===== config.mk =====
export PLATFORM = sky130hd
export DESIGN_NAME = mdio_paged_bridge
export DESIGN_NICKNAME = d
export VERILOG_FILES = /design/src/rtl/mdio_bridge_pkg.sv /design/src/rtl/mdio_addr_decode.sv /design/src/rtl/mdio_word_store.sv /design/src/rtl/mdio_half_stager.sv /design/src/rtl/mdio_paged_bridge.sv
export SDC_FILE = /design/constraint.sdc
export NUM_CORES = 2
export LEC_CHECK = 0
export CORE_UTILIZATION = 60
export DETAILED_ROUTE_END_ITERATION = 10
export DONT_BUFFER_PORTS = 1
export GPL_TIMING_DRIVEN = 1
export PLACE_DENSITY = 0.78
export SYNTH_ARGS = -nofsm -noshare
export SYNTH_HDL_FRONTEND = slang
export SYNTH_HIERARCHICAL = 1
export SYNTH_SLANG_ARGS = --single-unit

===== constraint.sdc =====
create_clock -name clk_i -period 4.6 [get_ports clk_i]
set_clock_uncertainty 0.1 [all_clocks]
set_input_delay 0.92 -clock clk_i [delete_from_list [all_inputs] [get_ports clk_i]]
set_output_delay 0.92 -clock clk_i [all_outputs]
set_load 0.02 [all_outputs]

===== src/rtl/mdio_bridge_pkg.sv =====
package mdio_bridge_pkg;
  localparam int unsigned PAGE_W  = 10;
  localparam int unsigned WSEL_W  = 3;
  localparam int unsigned RSEL_W  = 4;
  localparam int unsigned WADDR_W = PAGE_W + WSEL_W + RSEL_W;
  localparam logic [4:0]  PAGE_PHY = 5'h18;
  localparam logic [1:0]  WIN_TOP  = 2'b10;

  typedef enum logic [1:0] {
    ACC_NONE = 2'd0,
    ACC_PAGE = 2'd1,
    ACC_WORD = 2'd2
  } acc_kind_e;

  typedef struct packed {
    acc_kind_e            kind;
    logic                 hi;
    logic [WADDR_W-1:0]   waddr;
  } acc_dec_t;
endpackage


===== src/rtl/mdio_addr_decode.sv =====
module mdio_addr_decode
  import mdio_bridge_pkg::*;
(
  input  logic [PAGE_W-1:0] page_i,
  input  logic [4:0]        phy_i,
  input  logic [4:0]        reg_i,
  output acc_dec_t          dec_o
);
  always_comb begin
    dec_o      = '0;
    dec_o.kind = ACC_NONE;
    if (phy_i == PAGE_PHY) begin
      if (reg_i == 5'd0) dec_o.kind = ACC_PAGE;
    end else if (phy_i[4:3] == WIN_TOP) begin
      dec_o.kind  = ACC_WORD;
      dec_o.hi    = reg_i[0];
      dec_o.waddr = {page_i, phy_i[WSEL_W-1:0], reg_i[RSEL_W:1]};
    end
  end
endmodule


===== src/rtl/mdio_word_store.sv =====
module mdio_word_store #(
  parameter int unsigned WORDS = 64,
  parameter int unsigned AW    = 17
) (
  input  logic          clk_i,
  input  logic          rst_ni,
  input  logic          we_i,
  input  logic [AW-1:0] waddr_i,
  input  logic [31:0]   wdata_i,
  input  logic [AW-1:0] raddr_i,
  output logic [31:0]   rdata_o
);
  localparam int unsigned IW = (WORDS > 1) ? $clog2(WORDS) : 1;

  logic        w_in_range;
  logic        r_in_range;
  logic [31:0] words [WORDS];

  assign w_in_range = we_i && (waddr_i < AW'(WORDS));
  assign r_in_range = raddr_i < AW'(WORDS);

  for (genvar i = 0; i < WORDS; i++) begin : g_word
    logic [31:0] word_q;
    always_ff @(posedge clk_i or negedge rst_ni) begin
      if (!rst_ni)                                      word_q <= '0;
      else if (w_in_range && waddr_i[IW-1:0] == IW'(i)) word_q <= wdata_i;
    end
    assign words[i] = word_q;
  end

  assign rdata_o = r_in_range ? words[raddr_i[IW-1:0]] : '0;
endmodule


===== src/rtl/mdio_half_stager.sv =====
module mdio_half_stager
  import mdio_bridge_pkg::*;
(
  input  logic               clk_i,
  input  logic               rst_ni,
  input  logic               rd_lo_i,
  input  logic               wr_lo_i,
  input  logic               wr_hi_i,
  input  logic [WADDR_W-1:0] waddr_i,
  input  logic [15:0]        wdata_i,
  input  logic [31:0]        live_i,
  output logic [15:0]        hi_rdata_o,
  output logic               commit_we_o,
  output logic [31:0]        commit_data_o
);
  logic [15:0]        snap_q;
  logic [WADDR_W-1:0] snap_addr_q;
  logic               snap_vld_q;
  logic [15:0]        stage_q;
  logic [WADDR_W-1:0] stage_addr_q;
  logic               stage_vld_q;
  logic               stage_hit;

  assign stage_hit     = stage_vld_q && (stage_addr_q == waddr_i);
  assign commit_we_o   = wr_hi_i && stage_hit;
  assign commit_data_o = {wdata_i, stage_q};
  assign hi_rdata_o    = (snap_vld_q && snap_addr_q == waddr_i) ? snap_q : live_i[31:16];

  always_ff @(posedge clk_i or negedge rst_ni) begin
    if (!rst_ni) begin
      snap_q      <= '0;
      snap_addr_q <= '0;
      snap_vld_q  <= 1'b0;
    end else if (rd_lo_i) begin
      snap_q      <= live_i[31:16];
      snap_addr_q <= waddr_i;
      snap_vld_q  <= 1'b1;
    end
  end

  always_ff @(posedge clk_i or negedge rst_ni) begin
    if (!rst_ni) begin
      stage_q      <= '0;
      stage_addr_q <= '0;
      stage_vld_q  <= 1'b0;
    end else if (wr_lo_i) begin
      stage_q      <= wdata_i;
      stage_addr_q <= waddr_i;
      stage_vld_q  <= 1'b1;
    end else if (commit_we_o) begin
      stage_vld_q  <= 1'b0;
    end
  end
endmodule


===== src/rtl/mdio_paged_bridge.sv =====
module mdio_paged_bridge
  import mdio_bridge_pkg::*;
#(
  parameter int unsigned WORDS = 64
) (
  input  logic        clk_i,
  input  logic        rst_ni,
  input  logic        req_valid_i,
  input  logic        req_write_i,
  input  logic [4:0]  phy_addr_i,
  input  logic [4:0]  reg_num_i,
  input  logic [15:0] wdata_i,
  output logic [15:0] rdata_o,
  output logic        rvalid_o
);
  logic [PAGE_W-1:0] page_q;
  logic [15:0]       rdata_q;
  logic              rvalid_q;
  acc_dec_t          dec;
  logic              word_acc, rd_req, wr_req;
  logic [31:0]       live_word;
  logic [15:0]       hi_rdata;
  logic              commit_we;
  logic [31:0]       commit_data;
  logic [15:0]       rdata_d;

  assign rd_req   = req_valid_i && !req_write_i;
  assign wr_req   = req_valid_i &&  req_write_i;
  assign word_acc = dec.kind == ACC_WORD;

  mdio_addr_decode u_dec (
    .page_i (page_q),
    .phy_i  (phy_addr_i),
    .reg_i  (reg_num_i),
    .dec_o  (dec)
  );

  mdio_word_store #(.WORDS(WORDS), .AW(WADDR_W)) u_store (
    .clk_i   (clk_i),
    .rst_ni  (rst_ni),
    .we_i    (commit_we),
    .waddr_i (dec.waddr),
    .wdata_i (commit_data),
    .raddr_i (dec.waddr),
    .rdata_o (live_word)
  );

  mdio_half_stager u_stager (
    .clk_i         (clk_i),
    .rst_ni        (rst_ni),
    .rd_lo_i       (rd_req && word_acc && !dec.hi),
    .wr_lo_i       (wr_req && word_acc && !dec.hi),
    .wr_hi_i       (wr_req && word_acc &&  dec.hi),
    .waddr_i       (dec.waddr),
    .wdata_i       (wdata_i),
    .live_i        (live_word),
    .hi_rdata_o    (hi_rdata),
    .commit_we_o   (commit_we),
    .commit_data_o (commit_data)
  );

  always_comb begin
    unique case (dec.kind)
      ACC_PAGE: rdata_d = {{(16-PAGE_W){1'b0}}, page_q};
      ACC_WORD: rdata_d = dec.hi ? hi_rdata : live_word[15:0];
      default:  rdata_d = 16'hFFFF;
    endcase
  end

  always_ff @(posedge clk_i or negedge rst_ni) begin
    if (!rst_ni) begin
      page_q   <= '0;
      rdata_q  <= '0;
      rvalid_q <= 1'b0;
    end else begin
      rvalid_q <= rd_req;
      if (rd_req) rdata_q <= rdata_d;
      if (wr_req && dec.kind == ACC_PAGE) page_q <= wdata_i[PAGE_W-1:0];
    end
  end

  assign rdata_o  = rdata_q;
  assign rvalid_o = rvalid_q;
endmodule


# Word level (Yosys, flattened, before mapping)
# Cells that the tools add are included.
[word_totals] regBits=2143 word_cells=239
[classes] eq_ne=69 muxes=13 reduce_logical=81 magnitude_cmp=2 n_bitwise=1
[ops] op="$bmux 32 s6" count=1
[ops] op="$eq 6x6->1 const B" count=32
[ops] op="$eq 6x5->1 const B" count=16
[ops] op="$mux 32" count=3
[ops] op="$logic_and 1x1->1" count=76
[ops] op="$eq 6x4->1 const B" count=8
[ops] op="$eq 17x17->1" count=2
[ops] op="$mux 16" count=2
[ops] op="$pmux 16 s2" count=1
[ops] op="$eq 6x3->1 const B" count=4
[ops] op="$mux 20" count=1
[ops] op="$mux 18" count=1
[ops] op="$lt 17x7->1 const B" count=1
[ops] op="$eq 6x2->1 const B" count=2
[ops] op="$ge 7x7->1 const B" count=1
[ops] op="$not 6->7" count=1
[ops] op="$eq 6x1->1 const B" count=1
[ops] op="$logic_not 6->1" count=1
[ops] op="$eq 5x5->1 const B" count=1
[ops] op="$logic_not 5->1" count=1
[ops] op="$eq 2x2->1 const B" count=2
[ops] op="$mux 1" count=3
[ops] op="$eq 2x1->1 const B" count=1
[ops] op="$logic_not 1->1" count=2
[ops] op="other kinds (2)" count=2

# Logic depth before layout (Yosys ltp)
[depth] depth_word=11 mapped_depth=18 ltp_nobuf=13

# Cells and area by module
# The synthesis kept the hierarchy.
[by_module_without_submodules] module="mdio_word_store" cells_per_inst=5755 area_each_um2=93323.3 instances=1
[by_module_without_submodules] module="mdio_half_stager" cells_per_inst=225 area_each_um2=3241.9 instances=1
[by_module_without_submodules] module="mdio_paged_bridge" cells_per_inst=119 area_each_um2=1375.1 instances=1
[by_module_without_submodules] module="mdio_addr_decode" cells_per_inst=23 area_each_um2=161.4 instances=1

# Least setup slack after synthesis
# Ideal clock, no wire load.
[synth_path] path_kind="in2reg" start="in phy_addr_i[3]" end="reg rdata_q[5] (netlist: rdata_o[5])" t_arrival_ns=4.221 path_buffers=3 slack_ns=0.142 t_required_ns=4.363 stages=13 cell_sequence="and2b_1 -> and2_1 -> buf_6 -> buf_6 -> buf_2 -> mux4_2 -> mux4_2 -> a32oi_1 -> o21ai_1 -> mux2_4 -> mux2_2 -> a221oi_1 -> a21oi_1"
[synth_rtl] element="start, declared" line_no="mdio_paged_bridge.sv:10" rtl="input logic [4:0] phy_addr_i,"
[synth_rtl] element="end signal, assigned" line_no="mdio_paged_bridge.sv:77" rtl="if (rd_req) rdata_q <= rdata_d;"
[synth_rtl] element="end, declared" line_no="mdio_paged_bridge.sv:17" rtl="logic [15:0] rdata_q;"

==> impl_metrics.json <==
{
  "dieArea_um2": 165000,
  "crit_path_max_fanout": 11,
  "r2r_end": "rdata_o[5]",
  "reg2reg_slack_ps": 610,
  "antenna_found_initial": 5,
  "yosys.cell_types.count": 67,
  "synth-main-ff-cell": "dfrtp_1",
  "area_growth_pct": 14.1,
  "r2r_cells": 11,
  "cts-root-buf": "clkbuf_16",
  "finalHoldViolCount": 30,
  "dieWidth_um": 406,
  "drc": 0,
  "cp-start-kind": "primary input",
  "synth-seq-cells": 2143,
  "drive_gt1_frac": 0.559,
  "synth_cells": 6122,
  "yosys_warnings": 6,
  "postCtsSetupRepairBufs": 0,
  "clockBufferDepth": 3,
  "drt_iter0_drc": 5627,
  "synth_edf_count": 0,
  "cts_buffers": 213,
  "r2r_start": "page_q[9]",
  "synth_top_area_frac": 0.547,
  "synth_nets": 6154,
  "status": "finished, violations left",
  "leakage_nw": 53.1,
  "min_period_over_period": 0.963,
  "h-tree-depth": 4,
  "setup_viol": 0,
  "clock_latency_ps": 870,
  "die_y_um": 406,
  "yosysTopAreaCell": "dfrtp_1",
  "switching_share": 0.232,
  "power_frac_clock": 0.466,
  "grt_usage": 0.327,
  "maxCapViolations": 0,
  "detailroute.via_count": 56500,
  "core_area_um2": 163000,
  "period_minus_slack_ps": 4430,
  "final_cell_mix": "dfrtp_1, mux2_2, mux4_2",
  "violations": "negative hold slack",
  "layout_commonest_cell": "dfrtp_1",
  "crit_path_end_kind": "flop",
  "synthTopCellsByArea": "dfrtp_1, mux2_2, mux4_2",
  "cts_resized": 0,
  "start_util": 0.603,
  "async_flop_share": 1.00,
  "ys_seq_area_frac": 0.547,
  "firstDrtPassIters": 5,
  "endpoint": "rdata_o[4]",
  "rows": 148,
  "clock_sinks": 2143,
  "hp-class": "primary input to asynchronous set/reset pin",
  "grt_overflow_total": 0,
  "cp.arrival_ps": 5040,
  "finish.utilization": 0.688,
  "total_power_mw": 39.9,
  "avgRoutedWirePerCell_um": 30.7,
  "crit_type": "primary input to flop",
  "routed_wl_mm": 263,
  "max_slew_margin": 0.0172,
  "io_pins": 47,
  "crit_start": "phy_addr_i[3]",
  "path_clk_slew_ps": 60,
  "crit_required_ps": 5210,
  "syn_area_um2": 98100,
  "tritoncts": "yes",
  "grt_pass1_vias": 60000,
  "fmax_mhz": 226,
  "gp_congestion": 0.866,
  "p_comb_frac": 0.043,
  "drv_slew": 0,
  "grt_pass1_wl_mm": 397,
  "num-fill-cells": 10600,
  "multiInputGateArea_um2": 41900,
  "internal_power_mw": 30.7,
  "rsz0062_at_grt": "no",
  "p_per_area_nw_per_um2": 357,
  "hpwl_mm": 162,
  "grt_max_degree": 280,
  "seqPwrFrac": 0.491,
  "nNetsFinal": 6249,
  "power_switching_mw": 9.28,
  "syn_avg_cell_area_um2": 16.0,
  "ant_nets": 0,
  "holdWs_ps": -77.1,
  "tightest_slew_ps": 1470,
  "peakVddDrop_mv": 0.416,
  "seq_area_um2": 53600,
  "port_buffers": 0,
  "viasPerCell": 6.59
}
==> registers in the layout, summed over array words and instances (netlist names), 10 cells and up <==
| signal | flops |
|---|---|
| u_stager/snap_q | 16 |
| rdata_o | 16 |
| u_store/g_word.word_q | 2048 |
| u_stager/stage_q | 16 |
| u_stager/snap_addr_q | 17 |
| page_q | 10 |
| u_stager/stage_addr_q | 17 |
==> logic make-up after synthesis <==
kind of cell,share of synthesized area
AOI/OAI and AO/OA,0.0123
xor gates and xnor gates,0.00304
adders and majority gates,0.000255
buffers and inverters,0.0318
DFF,0.547
muxes,0.393
and+or+nand+nor,0.0126
==> cells in the mapped netlist, drive strengths merged, types with 4 or more instances <==
cell	count
a211oi	8
a21oi	32
a221o	6
a221oi	23
a22o	8
a22oi	19
a311oi	5
a32oi	4
and2	19
and3	6
buf	386
clkbuf	244
dfrtp	2143
inv	8
mux2	2173
mux2i	162
mux4	552
nand2	43
nand2b	6
nand3	29
nand4	11
nor2	95
nor2b	14
nor3	7
nor4	10
o211ai	5
o21ai	17
o221ai	6
o22ai	15
or2	4
xnor2	17
xor2	17
==> timing repair <==
action / in CTS / in global routing
gates cloned: 1 / 1
setup endpoints to repair: 226 / 226
endpoints found under the hold margin: 132 / 0
hold buffers: 2 / 0
==> worst min path at each step <==
stage | to | slack (ps)
CTS | u_store/g_word[4].word_q[28] | 60
global placement | u_store/g_word[4].word_q[8] | 360
finish | u_store/g_word[26].word_q[13] | -80
floorplan | u_store/g_word[13].word_q[29] | 350
global route | u_store/g_word[13].word_q[27] | 70
detailed placement | u_store/g_word[13].word_q[29] | 370
==> layout make-up <==
cell class / instances / share of cell area
flip-flops and latches: 2143 / 0.479
multi-input cells: 3341 / 0.374
repair buffers: 510 / 0.0547
clock buffers: 292 / 0.0545
well taps: 2175 / 0.0243
clock inverters: 93 / 0.0126
inverters: 8 / 0.000313
diodes: 7 / 0.000157
==> critical path, cell delays in order <==
cell	delay, ps
and2b_1	370
and2_4	420
buf_12	210
buf_4	170
mux4_2	510
mux4_2	470
mux2i_1	480
buf_4	210
o22ai_1	130
mux2_2	300
mux2_2	320
a221oi_1	390
a21oi_1	120
==> power groups by stage <==
stage | Combinational, mW | Sequential (mW) | Clock (mW)
after global placement | 1.65 | 19.9 | 0
final | 1.71 | 19.6 | 18.6
after floorplan | 1.25 | 19.4 | 0
after CTS | 1.71 | 19.6 | 18.8
after detailed placement | 1.67 | 19.9 | 0
after global routing | 1.83 | 19.6 | 19.6
==> through the flow <==
| step | worst slack (ps) | cell area, µm² | setup TNS (ps) | cells |
|---|---|---|---|---|
| finish | 169 | 112000 | 0 | 8569 |
| global route | 14.8 | 112000 | 0 | 8562 |
| CTS | 240 | 112000 | 0 | 8560 |
| detailed placement | -1030 | 104000 | -583510 | 8172 |
| global placement | -892 | 104000 | -490940 | 8172 |
| floorplan | 142 | 98100 | 0 | 6122 |
==> routing by layer <==
layer | part of all wire | up-vias | GRT usage
met5 | 0.000049 | - | 0
met3 | 0.076 | 617 | 0.0665
met2 | 0.47 | 2096 | 0.506
met4 | 0.046 | 2 | 0.135
met1 | 0.41 | 30900 | 0.457
li1 | - | 22900 | -
Power figures use the tool's default switching activity.
